### config.mk
export PLATFORM = sky130hd
export DESIGN_NAME = swz_unit
export DESIGN_NICKNAME = d
export VERILOG_FILES = /design/src/rtl/swz_pkg.sv /design/src/rtl/swz_cfg_decode.sv /design/src/rtl/swz_mode_resolve.sv /design/src/rtl/swz_addr_xor.sv /design/src/rtl/swz_unit.sv
export SDC_FILE = /design/constraint.sdc
export NUM_CORES = 1
export LEC_CHECK = 0
export BUFFER_PORTS_ARGS = -buffer_cell sky130_fd_sc_hd__clkbuf_2
export CAP_MARGIN = 25
export CORE_MARGIN = 3
export CORE_UTILIZATION = 40
export DETAILED_ROUTE_END_ITERATION = 10
export GPL_TIMING_DRIVEN = 0
export PLACE_DENSITY = 0.77
export SLEW_MARGIN = 15
export SYNTH_ARGS = -nofsm -noshare
export SYNTH_HDL_FRONTEND = slang
export SYNTH_SLANG_ARGS = --single-unit
### constraint.sdc
create_clock -name clk -period 3.7 [get_ports clk]
set_input_delay 0.925 -clock clk [delete_from_list [all_inputs] [get_ports clk]]
set_output_delay 0.925 -clock clk [all_outputs]
set_load 0.05 [all_outputs]
### src/rtl/swz_pkg.sv
package swz_pkg;

  typedef enum logic [2:0] {
    SWZ_NONE      = 3'd0,
    SWZ_9         = 3'd1,
    SWZ_9_10      = 3'd2,
    SWZ_9_11      = 3'd3,
    SWZ_9_10_11   = 3'd4,
    SWZ_9_17      = 3'd5,
    SWZ_9_10_17   = 3'd6,
    SWZ_UNKNOWN   = 3'd7
  } swz_mode_e;

  typedef enum logic [1:0] {
    TILE_LIN = 2'd0,
    TILE_X   = 2'd1,
    TILE_Y   = 2'd2,
    TILE_RSV = 2'd3
  } tile_e;

  typedef enum logic [1:0] {
    FAM_OLD   = 2'd0,
    FAM_CFG   = 2'd1,
    FAM_FIXED = 2'd2,
    FAM_NEW   = 2'd3
  } fam_e;

  typedef enum logic [1:0] {
    ARR_SINGLE = 2'd0,
    ARR_ASYM   = 2'd1,
    ARR_ILV    = 2'd2,
    ARR_RSV    = 2'd3
  } arr_e;

endpackage

### src/rtl/swz_cfg_decode.sv
module swz_cfg_decode
  import swz_pkg::*;
#(
  parameter int CW         = 32,
  parameter int ARR_LSB    = 0,
  parameter int XOR_OFF_B  = 2,
  parameter int HI_SEL_B   = 3
) (
  input  logic          clk,
  input  logic          rst_n,
  input  logic          cfg_we,
  input  logic [CW-1:0] cfg_wdata,
  input  logic [1:0]    gen_sel,
  output swz_mode_e     x_mode,
  output swz_mode_e     y_mode
);
  localparam logic [CW-1:0] ALL_ONES = {CW{1'b1}};

  logic [CW-1:0] cfg_q;
  arr_e          arr;
  logic          xor_off;
  logic          hi_sel;

  always_ff @(posedge clk or negedge rst_n) begin
    if (!rst_n)      cfg_q <= '0;
    else if (cfg_we) cfg_q <= cfg_wdata;
  end

  assign arr     = arr_e'(cfg_q[ARR_LSB +: 2]);
  assign xor_off = cfg_q[XOR_OFF_B];
  assign hi_sel  = cfg_q[HI_SEL_B];

  always_comb begin
    x_mode = SWZ_NONE;
    y_mode = SWZ_NONE;
    unique case (fam_e'(gen_sel))
      FAM_FIXED: begin
        x_mode = SWZ_9_10;
        y_mode = SWZ_9;
      end
      FAM_CFG: begin
        if (cfg_q == ALL_ONES) begin
          x_mode = SWZ_UNKNOWN;
          y_mode = SWZ_UNKNOWN;
        end else if (arr == ARR_ILV) begin
          if (xor_off) begin
            x_mode = SWZ_9_10;
            y_mode = SWZ_9;
          end else if (!hi_sel) begin
            x_mode = SWZ_9_10_11;
            y_mode = SWZ_9_11;
          end else begin
            x_mode = SWZ_9_10_17;
            y_mode = SWZ_9_17;
          end
        end
      end
      default: begin
        x_mode = SWZ_NONE;
        y_mode = SWZ_NONE;
      end
    endcase
  end

  AST_CFG_LOAD: assert property (@(posedge clk) disable iff (!rst_n)
    cfg_we |=> cfg_q == $past(cfg_wdata));

endmodule

### src/rtl/swz_mode_resolve.sv
module swz_mode_resolve
  import swz_pkg::*;
#(
  parameter int SW = 16
) (
  input  logic [1:0]    tiling_i,
  input  logic [SW-1:0] stride_i,
  input  swz_mode_e     x_mode,
  input  swz_mode_e     y_mode,
  output swz_mode_e     apply_mode,
  output swz_mode_e     report_mode,
  output tile_e         tiling_o,
  output logic [SW-1:0] stride_o
);
  swz_mode_e pick;

  always_comb begin
    unique case (tile_e'(tiling_i))
      TILE_X:  pick = x_mode;
      TILE_Y:  pick = y_mode;
      default: pick = SWZ_NONE;
    endcase
  end

  always_comb begin
    apply_mode  = pick;
    report_mode = pick;
    tiling_o    = tile_e'(tiling_i);
    stride_o    = stride_i;
    if (pick == SWZ_9_17)    report_mode = SWZ_9;
    if (pick == SWZ_9_10_17) report_mode = SWZ_9_10;
    if (pick == SWZ_UNKNOWN || tiling_o == TILE_LIN || tiling_o == TILE_RSV) begin
      apply_mode  = SWZ_NONE;
      report_mode = SWZ_NONE;
      tiling_o    = TILE_LIN;
      stride_o    = '0;
    end
  end

endmodule

### src/rtl/swz_addr_xor.sv
module swz_addr_xor
  import swz_pkg::*;
#(
  parameter int AW = 32
) (
  input  logic [AW-1:0] addr_i,
  input  swz_mode_e     mode,
  output logic [AW-1:0] addr_o
);
  localparam int TGT = 6;

  logic b9, b10, b11, b17;
  logic flip;

  assign b9  = addr_i[9];
  assign b10 = addr_i[10];

  generate
    if (AW > 11) begin : g_b11
      assign b11 = addr_i[11];
    end else begin : g_no_b11
      assign b11 = 1'b0;
    end
    if (AW > 17) begin : g_b17
      assign b17 = addr_i[17];
    end else begin : g_no_b17
      assign b17 = 1'b0;
    end
  endgenerate

  always_comb begin
    unique case (mode)
      SWZ_9:        flip = b9;
      SWZ_9_10:     flip = b9 ^ b10;
      SWZ_9_11:     flip = b9 ^ b11;
      SWZ_9_10_11:  flip = b9 ^ b10 ^ b11;
      SWZ_9_17:     flip = b9 ^ b17;
      SWZ_9_10_17:  flip = b9 ^ b10 ^ b17;
      default:      flip = 1'b0;
    endcase
  end

  always_comb begin
    addr_o      = addr_i;
    addr_o[TGT] = addr_i[TGT] ^ flip;
  end

endmodule

### src/rtl/swz_unit.sv
module swz_unit
  import swz_pkg::*;
#(
  parameter int AW = 32,
  parameter int SW = 16,
  parameter int CW = 32
) (
  input  logic          clk,
  input  logic          rst_n,
  input  logic          cfg_we,
  input  logic [CW-1:0] cfg_wdata,
  input  logic [1:0]    gen_sel,
  input  logic          req_valid,
  output logic          req_ready,
  input  logic [AW-1:0] req_addr,
  input  logic [1:0]    req_tiling,
  input  logic [SW-1:0] req_stride,
  output logic          rsp_valid,
  input  logic          rsp_ready,
  output logic [AW-1:0] rsp_addr,
  output logic [1:0]    rsp_tiling,
  output logic [SW-1:0] rsp_stride,
  output logic [2:0]    rsp_mode
);
  swz_mode_e x_mode, y_mode, apply_mode, report_mode;
  tile_e     tiling_eff;

  swz_cfg_decode #(.CW(CW)) u_dec (
    .clk       (clk),
    .rst_n     (rst_n),
    .cfg_we    (cfg_we),
    .cfg_wdata (cfg_wdata),
    .gen_sel   (gen_sel),
    .x_mode    (x_mode),
    .y_mode    (y_mode)
  );

  swz_mode_resolve #(.SW(SW)) u_res (
    .tiling_i    (req_tiling),
    .stride_i    (req_stride),
    .x_mode      (x_mode),
    .y_mode      (y_mode),
    .apply_mode  (apply_mode),
    .report_mode (report_mode),
    .tiling_o    (tiling_eff),
    .stride_o    (rsp_stride)
  );

  swz_addr_xor #(.AW(AW)) u_xor (
    .addr_i (req_addr),
    .mode   (apply_mode),
    .addr_o (rsp_addr)
  );

  assign rsp_tiling = tiling_eff;
  assign rsp_mode   = report_mode;
  assign rsp_valid  = req_valid;
  assign req_ready  = rsp_ready;

  AST_ONLY_BIT6: assert property (@(posedge clk) disable iff (!rst_n)
    rsp_valid |-> (rsp_addr[AW-1:7] == req_addr[AW-1:7]) && (rsp_addr[5:0] == req_addr[5:0]));

  AST_LINEAR_CLEAN: assert property (@(posedge clk) disable iff (!rst_n)
    (rsp_valid && rsp_tiling == 2'd0) |-> (rsp_stride == '0 && rsp_mode == 3'd0 && rsp_addr == req_addr));

  AST_NO_HI17_REPORT: assert property (@(posedge clk) disable iff (!rst_n)
    rsp_valid |-> (rsp_mode != 3'd5 && rsp_mode != 3'd6));

  AST_NO_UNKNOWN_REPORT: assert property (@(posedge clk) disable iff (!rst_n)
    rsp_valid |-> rsp_mode != 3'd7);

  AST_FIXED_FAMILY: assert property (@(posedge clk) disable iff (!rst_n)
    (rsp_valid && gen_sel != 2'd1 && req_tiling == 2'd1) |->
      rsp_mode == ((gen_sel == 2'd2) ? 3'd2 : 3'd0));

  AST_TILED_KEEP: assert property (@(posedge clk) disable iff (!rst_n)
    (rsp_valid && rsp_tiling != 2'd0) |-> (rsp_tiling == req_tiling && rsp_stride == req_stride));

endmodule

==> results.sh, run 1 <==
export IMPL_status="completed"
export IMPL_fin_crit_sh=0.991
export IMPL_power_density_mw_per_mm2=331
export IMPL_drt_iter0_markers=18
export IMPL_final_max_slew_viol_count=0
export IMPL_power_leakage_nw=1.53
export IMPL_start_kind="input pin"
export IMPL_diodes=0
export IMPL_netlist_area_leader_share=0.396
export IMPL_netSwitchingPower_uw=357
export IMPL_antenna_found_initial=0
export IMPL_netlist_area_mm2=0.00202
export IMPL_final_layout_size_suffix_gt1_frac=0.733
export IMPL_synthesis_nets=276
export IMPL_dr_total_vias=1729
export IMPL_nFillCells=399
export IMPL_synth_top_family_by_area="multiplexers"
export IMPL_ios=144
export IMPL_netlist_top_cell_by_area="dfrtp_1"
export IMPL_hold_path_class="reg -> reg"
export IMPL_switching_share=0.351
export IMPL_netlist_top_cells_count="buf_4 (33), dfrtp_1 (32), mux2_2 (32)"
export IMPL_netlist_top_cells_area="dfrtp_1 (40%), mux2_2 (18%), buf_4 (12%), and2_1 (4.3%), ha_1 (3.7%)"
export IMPL_routabilityCongestion=0.743
export IMPL_synth_xor_area_frac=0.0173
export IMPL_gr_total_overflow=0
export IMPL_cts_buffers=5
export IMPL_vdd_drop_max_mv=0.272
export IMPL_p_int_uw=661
export IMPL_core_mm2=0.00482
export IMPL_drtAntennaViolNets=0
export IMPL_power_share_clock=0.258
export IMPL_clock_skew_ps=0
export IMPL_drc=0
export IMPL_yosysWarnings=0
export IMPL_fin_nets=401
export IMPL_synth_edf_count=0
export IMPL_clkSlewWorstSetupHoldPaths_ps=70
export IMPL_top_register="u_dec.cfg_q"
export IMPL_grt_pass1_vias=1707
export IMPL_cts_sinks=32
export IMPL_setup_viol=0
export IMPL_cts_buffer_depth=2
export IMPL_viasPerCell=4.62
export IMPL_largest_reg_flops=32
export IMPL_async_flop_share=1.00
export IMPL_cts_max_level=2
export IMPL_initial_utilization=0.419
export IMPL_required_ps=2770
export IMPL_wl_per_cell_um=13.7
export IMPL_synth_fa_ha_area_frac=0.0372
export IMPL_cp_max_fo=4
export IMPL_die_y_um=77.1
export IMPL_critPathCaptureType="output port"
export IMPL_drt_pass1_iter_count=3
export IMPL_area_delta_synth_final_pct=52.3
export IMPL_grt_pass1_wl_um=7740
export IMPL_cts_tree="yes"
export IMPL_synth_distinct_cells=37
export IMPL_routed_wl_um=5110
export IMPL_num_rows=25
export IMPL_top_regs="u_dec.cfg_q x32"
export IMPL_syn_area_per_cell_um2=11.2
export IMPL_seqPwrFrac=0.399
export IMPL_die_x_um=77.1
export IMPL_cts_root_buf="clkbuf_8"
export IMPL_ys_seq_elements=32
export IMPL_synthSimpleGateAreaFrac=0.146
export IMPL_fin_cells=374
export IMPL_final_hold_viol_count=0
export IMPL_timing_final_crit_period_ps=3670
export IMPL_worst_slew_pin_slew_ps=763
export IMPL_rsz0062_at_grt="true"
export IMPL_pwr_share_comb=0.343
export IMPL_fmax_mhz=273
export IMPL_fin_util=0.639
export IMPL_synth_compound_area_frac=0.0731
export IMPL_portBuffers=113
export IMPL_clock_latency_ps=280
export IMPL_dp_cells=361
export IMPL_synth_cells=181
export IMPL_worstSetupPathType="in -> out"
export IMPL_dp_hpwl_um=4130
export IMPL_cap_violations=0
export IMPL_muxShareOfSynthArea=0.183
export IMPL_grt_max_degree=33
export IMPL_synth_most_common_cell="buf_4"
export IMPL_cts_hold_buf=0
export IMPL_relSlewSlack=0.491
export IMPL_arrival_ps=2740
export IMPL_fin_setup_tns_ps=0
export IMPL_synth_ff_type="dfrtp_1"
export IMPL_synth_seq_area_share=0.396
export IMPL_grtUsageTotal=0.160
export IMPL_die_area_mm2=0.00594
[critical path, cell delays in order]
cell and delay (ps):
clkbuf_16 130, inv_12 30, ha_4 250, nor2b_4 190, nand3_2 160, a211oi_2 240
a2bb2oi_2 110, xnor2_2 200, o2bb2ai_4 170, xor2_4 170, buf_8 160
[cells by family (layout without fill, tap and decap cells)]
group / Yosys count / after routing
adders and majority gates: 6 / 6
and+or+nand+nor: 45 / 45
DFF: 32 / 32
xor gates and xnor gates: 4 / 4
buffers and inverters: 44 / 170
AOI/OAI and AO/OA: 17 / 17
muxes: 33 / 33
[stage by stage]
step	hold slack [ps]	worst slack [ps]	power, mW	cell area, um2
after floorplan	480	-131	0.653	2150
after global placement	490	-309	0.734	2800
after detailed placement	498	-345	0.743	2800
after CTS	514	-48.4	1.02	2990
after global routing	527	-63.0	1.07	3080
final	510	31.6	1.02	3080
[final cells by class]
class / count / area [um2] / area share
tap: 67 / 83.8 / 0.0272
timing repair buffer: 118 / 679 / 0.221
clock buffer: 5 / 68.8 / 0.0224
clock inverter: 3 / 18.8 / 0.00610
inverter: 6 / 40.0 / 0.0130
sequential: 32 / 801 / 0.260
multi-input combinational: 105 / 1110 / 0.361
buffer: 38 / 274 / 0.0891
[metal layers]
layer / track usage / vias up / share of wire
met5: 0 / - / 0
met4: 0.0320 / 0 / 0.0053
met3: 0.0610 / 4 / 0.089
met2: 0.298 / 78 / 0.53
met1: 0.171 / 802 / 0.38
li1: - / 845 / -
[final timing paths]
kind / start / cells past startpoint / end / slack, ps
setup / recovery: req_tiling[0] / 11 / rsp_addr[6] / 30
hold / removal: u_dec.cfg_q[11]$_DFFE_PN0P_ / 1 / u_dec.cfg_q[11]$_DFFE_PN0P_ / 510
setup reg to reg: u_dec.cfg_q[3]$_DFFE_PN0P_ / 1 / u_dec.cfg_q[3]$_DFFE_PN0P_ / 2890
hold reg to reg: u_dec.cfg_q[11]$_DFFE_PN0P_ / 1 / u_dec.cfg_q[11]$_DFFE_PN0P_ / 510
max in group asynchronous: rst_n / 1 / u_dec.cfg_q[2]$_DFFE_PN0P_ / 2510
min in group asynchronous: rst_n / 1 / u_dec.cfg_q[16]$_DFFE_PN0P_ / 700
[cells in the final DEF, fill, tap and decap left out, types with 3 or more instances in the layout]
| cell type | instances |
|---|---|
| and2_1 | 14 |
| and2_4 | 4 |
| buf_1 | 3 |
| buf_2 | 4 |
| buf_4 | 38 |
| clkbuf_2 | 93 |
| clkbuf_4 | 12 |
| clkbuf_8 | 5 |
| dfrtp_1 | 32 |
| ha_4 | 5 |
| inv_1 | 3 |
| mux2_2 | 32 |
| nand2_1 | 3 |
| nand4_1 | 8 |
[repair_timing]
action,CTS,global route
pin swaps,6,7
setup buffers,4,1
gates resized for setup,15,41
endpoints found under the setup margin,19,17
[power groups by stage]
stage	Combinational, mW	Sequential (mW)	Clock, mW
after floorplan	0.247	0.406	0
after global placement	0.323	0.411	0
after detailed placement	0.330	0.413	0
after CTS	0.342	0.407	0.269
after global routing	0.371	0.412	0.284
final	0.349	0.406	0.262
Note: power is estimated with default switching activity, not from simulation.
==> run 2, diff against run 1 <==
Settings changed: PLACE_DENSITY 0.77 to 0.75, SYNTH_HIERARCHICAL set to 1.
==> results.sh, run 2 <==
export IMPL_relSlewSlack=0.481
export IMPL_whs_ps=507
export IMPL_worst_r2r_cell_count=1
export IMPL_vdd_drop_max_mv=0.291
export IMPL_crit_family="compound AO/OA/AOI/OAI gates"
export IMPL_rsz0062_at_grt="true"
export IMPL_fin_nets=442
export IMPL_grt_max_degree=33
export IMPL_netlist_area_mm2=0.00218
export IMPL_drtAntennaViolNets=0
export IMPL_fmax_mhz=222
export IMPL_routed_wl_um=5780
export IMPL_async_flop_share=1.00
export IMPL_fin_cells=418
export IMPL_min_to="u_dec/cfg_q[30]$_DFFE_PN0P_"
export IMPL_portBuffers=113
export IMPL_netlist_top_cell_by_area="dfrtp_1"
export IMPL_top_regs="u_dec/cfg_q x32"
export IMPL_critPathCaptureType="output port"
export IMPL_clock_skew_ps=0
export IMPL_netlist_top_cells_area="dfrtp_1 (37%), mux2_2 (17%), buf_4 (12%), nand2_1 (3.8%), nor2_1 (3.6%)"
export IMPL_dp_slack_ps=-1040
export IMPL_diodes=0
export IMPL_initial_utilization=0.421
export IMPL_worst_slew_pin_slew_ps=778
export IMPL_timing_rr_end="u_dec/cfg_q[2]$_DFFE_PN0P_"
export IMPL_synth_edf_count=0
export IMPL_worstSetupPathType="in -> out"
export IMPL_gr_total_overflow=0
export IMPL_nFillCells=426
export IMPL_die_x_um=79.8
export IMPL_fin_crit_sh=1.22
export IMPL_wl_per_cell_um=13.8
export IMPL_grt_pass1_wl_um=8150
export IMPL_final_area_mm2=0.00323
export IMPL_core_mm2=0.00517
export IMPL_path_cells="clkbuf_2 > inv_2 > ha_4 > o21a_1 > a21oi_1 > o22ai_2 > a22o_1 > nand2_4 > a31oi_4 > buf_6 > nor2_2 > nand2_1 > o221a_4 > nor4b_2 > nor4b_4 > clkbuf_8"
export IMPL_yosysWarnings=6
export IMPL_ys_seq_elements=32
export IMPL_drc=0
export IMPL_synth_cells=215
export IMPL_final_hold_viol_count=0
export IMPL_area_delta_synth_final_pct=48.6
export IMPL_cp_max_fo=5
export IMPL_synth_most_common_cell="buf_4"
export IMPL_min_delay_path_depth=1
export IMPL_mostFrequentLayoutCell="clkbuf_2"
export IMPL_cts_root_buf="clkbuf_8"
export IMPL_setup_viol=4
export IMPL_setup_ws_ps=-802
export IMPL_slowest_delay_ps=350
export IMPL_num_rows=26
export IMPL_drt_pass1_iter_count=4
export IMPL_routabilityCongestion=0.835
export IMPL_grtUsageTotal=0.163
export IMPL_die_y_um=79.8
export IMPL_die_area_mm2=0.00636
export IMPL_cap_violations=0
export IMPL_grt_pass1_vias=1916
export IMPL_drt_iter0_markers=21
export IMPL_placed_cell_area_mm2=0.00290
export IMPL_hold_path_class="reg -> reg"
export IMPL_netlist_top_cells_count="buf_4 (34), dfrtp_1 (32), mux2_2 (32)"
export IMPL_syn_area_per_cell_um2=10.1
export IMPL_r2r_start="u_dec/cfg_q[2]$_DFFE_PN0P_"
export IMPL_largest_reg_flops=32
export IMPL_ios=144
export IMPL_dp_cells=398
export IMPL_power_leakage_nw=1.65
export IMPL_start_kind="input pin"
export IMPL_clkSlewWorstSetupHoldPaths_ps=60
export IMPL_cts_buffers=5
export IMPL_rrSetupSlack_ps=2920
export IMPL_slowest_stage="nor4b_2"
export IMPL_top_register="u_dec/cfg_q"
export IMPL_status="finished with violations"
export IMPL_cts_sinks=32
export IMPL_hold_start="u_dec/cfg_q[30]$_DFFE_PN0P_"
export IMPL_dp_hpwl_um=4510
export IMPL_p_total_mw=1.02
export IMPL_timing_final_crit_period_ps=4500
export IMPL_netlist_area_leader_share=0.368
export IMPL_viasPerCell=4.76
export IMPL_synth_distinct_cells=41
export IMPL_cts_buffer_depth=2
export IMPL_final_cell_mix="clkbuf_2 (90), buf_4 (48), dfrtp_1 (32)"
export IMPL_power_density_mw_per_mm2=317
export IMPL_dr_total_vias=1988
export IMPL_violations="setup timing"
export IMPL_cts_tree="yes"
export IMPL_required_ps=2770
export IMPL_synth_seq_area_share=0.368
export IMPL_synth_ff_type="dfrtp_1"
export IMPL_arrival_ps=3580
export IMPL_final_max_slew_viol_count=0
export IMPL_cts_max_level=2
export IMPL_clock_latency_ps=280
export IMPL_synthesis_nets=310
export IMPL_antenna_found_initial=0
export IMPL_cp_num_buf_inv=4
export IMPL_final_layout_size_suffix_gt1_frac=0.670
==> run 2: cell count changes after synthesis, moves of 4 or more <==
cell,delta
and2_1,-14
and2_4,-4
buf_2,+4
nand2_1,+16
nor2_1,+20
==> run 2: what timing repair did <==
| action | CTS | global route |
|---|---|---|
| gates resized for setup | 7 | 58 |
| endpoints found under the setup margin | 1 | 19 |
| pin swaps | 4 | 11 |
| setup buffers | 4 | 9 |
| hold buffers | 0 | 0 |
| cloned | 0 | 0 |
==> run 2: worst max-delay path by stage <==
stage	slack, ps	start	cells past startpoint	endpoint
6_report	-800	gen_sel[1]	16	rsp_addr[6]
5_1_grt	-1000	gen_sel[1]	16	rsp_addr[6]
4_1_cts	-760	gen_sel[0]	15	rsp_addr[6]
3_5_place_dp	-1040	gen_sel[0]	15	rsp_addr[6]
3_3_place_gp	-930	gen_sel[0]	15	rsp_addr[6]
2_1_floorplan	-660	gen_sel[0]	13	rsp_addr[6]
==> run 2: layout make-up <==
class	count	area, um2	area share
clock buffer	8	90.1	0.0279
timing repair buffer	126	744	0.230
sequential	32	801	0.248
multi-input combinational	137	1190	0.369
tap	70	87.6	0.0271
buffer	40	290	0.0898
inverter	5	26.3	0.00813
==> run 2: stage by stage <==
stage,util,TNS [ps]
global placement,0.560,-932
CTS,0.591,-759
finish,0.625,-1020
floorplan,-,-2360
detailed placement,0.560,-1040
global route,0.625,-3320
==> run 2: kinds of logic after synthesis <==
kind of cell	after synthesis	synth area share
xor gates and xnor gates	1	0.00403
DFF	32	0.368
muxes	33	0.173
adders and majority gates	6	0.0345
AOI/OAI and AO/OA	19	0.0730
buffers and inverters	46	0.147
and+or+nand+nor	78	0.201
==> run 2: power by group <==
group	leakage [nW]	total, mW	internal [mW]	switching [mW]
Clock	0.0455	0.272	0.151	0.121
Sequential	0.375	0.404	0.385	0.0192
Combinational	1.23	0.348	0.135	0.213
Total	1.65	1.02	0.672	0.353
==> run 2: metal layers <==
layer | share of wire | global-route usage | vias to the layer above
met3 | 0.091 | 0.0576 | 7
li1 | - | - | 982
met5 | 0 | 0 | -
met2 | 0.55 | 0.313 | 83
met1 | 0.34 | 0.162 | 916
met4 | 0.013 | 0.0507 | 0
==> run 3, diff against run 2 <==
Settings changed: CAP_MARGIN 25 to 15, CELL_PAD_IN_SITES_DETAIL_PLACEMENT set to 1, CELL_PAD_IN_SITES_GLOBAL_PLACEMENT set to 1, CORE_UTILIZATION 40 to 30, PLACE_DENSITY 0.75 to 0.79.
==> results.sh, run 3 (synthesized netlist as in run 2, its figures left out) <==
export IMPL_final_max_slew_viol_count=0
export IMPL_drc=0
export IMPL_netSwitchingPower_uw=355
export IMPL_worst_r2r_cell_count=2
export IMPL_critPathCaptureType="output port"
export IMPL_mostFrequentLayoutCell="clkbuf_2"
export IMPL_fmax_mhz=226
export IMPL_clock_skew_ps=0
export IMPL_required_ps=2770
export IMPL_vdd_drop_max_mv=0.315
export IMPL_nFillCells=812
export IMPL_wl_per_cell_um=15.1
export IMPL_cap_violations=0
export IMPL_hold_path_class="reg -> reg"
export IMPL_grt_max_degree=33
export IMPL_die_area_mm2=0.00831
export IMPL_power_share_clock=0.252
export IMPL_top_register="u_dec/cfg_q"
export IMPL_switching_share=0.340
export IMPL_cts_tree="yes"
export IMPL_clkSlewWorstSetupHoldPaths_ps=60
export IMPL_rsz0062_at_grt="true"
export IMPL_worst_slew_pin_slew_ps=757
export IMPL_final_area_mm2=0.00343
export IMPL_cts_buffer_depth=2
export IMPL_r2r_start="u_dec/cfg_q[3]$_DFFE_PN0P_"
export IMPL_min_to="u_dec/cfg_q[25]$_DFFE_PN0P_"
export IMPL_min_delay_path_depth=1
export IMPL_seqCellArea_um2=801
export IMPL_num_rows=30
export IMPL_power_density_mw_per_mm2=305
export IMPL_cts_buffers=5
export IMPL_cts_sinks=32
export IMPL_area_delta_synth_final_pct=57.7
export IMPL_setup_ws_ps=-728
export IMPL_setup_viol=20
export IMPL_fin_nets=438
export IMPL_grt_pass1_vias=2152
export IMPL_dr_total_vias=2042
export IMPL_routabilityCongestion=0.733
export IMPL_top_regs="u_dec/cfg_q x32"
export IMPL_power_leakage_nw=1.66
export IMPL_drt_iter0_markers=6
export IMPL_fin_crit_sh=1.20
export IMPL_seqPwrFrac=0.389
export IMPL_start_kind="input pin"
export IMPL_cts_hold_buf=0
export IMPL_final_hold_viol_count=0
export IMPL_relSlewSlack=0.495
export IMPL_clock_latency_ps=270
export IMPL_diodes=0
export IMPL_drt_pass1_iter_count=2
export IMPL_cp_max_fo=4
export IMPL_final_cell_mix="clkbuf_2 (92), buf_4 (40), dfrtp_1 (32)"
export IMPL_pwr_share_comb=0.359
export IMPL_routed_wl_um=6640
export IMPL_timing_rr_end="u_dec/cfg_q[3]$_DFFE_PN0P_"
export IMPL_whs_ps=505
export IMPL_largest_reg_flops=32
export IMPL_hold_start="u_dec/cfg_q[25]$_DFFE_PN0P_"
export IMPL_core_mm2=0.00691
export IMPL_arrival_ps=3500
export IMPL_grtUsageTotal=0.145
export IMPL_die_x_um=91.2
export IMPL_antenna_found_initial=0
export IMPL_final_layout_size_suffix_gt1_frac=0.692
export IMPL_dp_hpwl_um=5120
export IMPL_rrSetupSlack_ps=2900
export IMPL_multiInputGateArea_mm2=0.00128
export IMPL_cts_root_buf="clkbuf_8"
export IMPL_viasPerCell=4.64
export IMPL_p_int_uw=690
export IMPL_violations="setup timing"
export IMPL_ios=144
export IMPL_gr_total_overflow=0
export IMPL_status="finished with violations"
export IMPL_initial_utilization=0.315
export IMPL_die_y_um=91.2
export IMPL_timing_final_crit_period_ps=4430
export IMPL_placed_cell_area_mm2=0.00293
export IMPL_cts_max_level=2
export IMPL_drtAntennaViolNets=0
export IMPL_worstSetupPathType="in -> out"
export IMPL_portBuffers=113
export IMPL_grt_pass1_wl_um=9980
## run 3: cell count changes in the layout (fill, tap and decap cells not counted), sizes merged
cell / delta
buf: -5
clkbuf: +1
## run 3: worst max-delay path by stage
stage / startpoint / to / slack, ps / cells after the start
detailed placement: gen_sel[0] / rsp_addr[6] / -1030 / 15
global route: u_dec/cfg_q[2]$_DFFE_PN0P_ / rsp_addr[6] / -850 / 14
global placement: gen_sel[0] / rsp_addr[6] / -940 / 15
CTS: gen_sel[0] / rsp_addr[6] / -740 / 16
floorplan: gen_sel[0] / rsp_addr[6] / -660 / 13
finish: gen_sel[1] / rsp_addr[6] / -730 / 15
## run 3: power by group through the flow
stage	clock [mW]	sequential [mW]	combinational, mW
finish	0.264	0.406	0.375
global route	0.290	0.411	0.398
CTS	0.275	0.406	0.344
detailed placement	0	0.412	0.332
global placement	0	0.410	0.323
floorplan	0	0.404	0.242
## run 3: per-stage QoR
stage / power [mW] / setup slack [ps] / utilization / setup TNS (ps) / instances
final: 1.04 / -728 / 0.497 / -2310 / 440
after global routing: 1.10 / -849 / 0.497 / -3770 / 440
after CTS: 1.03 / -739 / 0.456 / -816 / 435
after detailed placement: 0.744 / -1030 / 0.424 / -1090 / 424
after global placement: 0.732 / -944 / 0.424 / -944 / 424
after floorplan: 0.647 / -655 / - / -2360 / 215
## run 3: timing repair
item,CTS,global route
gates resized for setup,29,81
cloned,0,1
endpoints found under the setup margin,6,19
buffers inserted,3,4
pin swaps,5,23
hold endpoints to repair,0,0
## run 3: per-layer routing
layer  wire [um]  up-vias  global-route usage
li1            -      975                   -
met1        2360      964               0.142
met2        3630       97               0.284
met3         602        6              0.0539
met4          47        0              0.0302
met5           0        -                   0
## run 3: worst max-delay path: stages
cell and delay (ps):
clkbuf_2 110, inv_2 70, ha_4 160, o21a_1 140, a21oi_1 60, o22ai_1 210, a22o_1 220, nand2_4 80
nor4_4 230, buf_6 140, mux2_4 290, mux2_4 280, nor4b_4 140, nor4b_4 220, clkbuf_8 220
## run 3: area by class of cell
class	instances	area share
Inverter	5	0.00766
Sequential cell	32	0.233
Clock buffer	8	0.0263
Buffer	41	0.0926
Multi-Input combinational cell	137	0.372
Tap cell	96	0.0350
Timing Repair Buffer	121	0.233
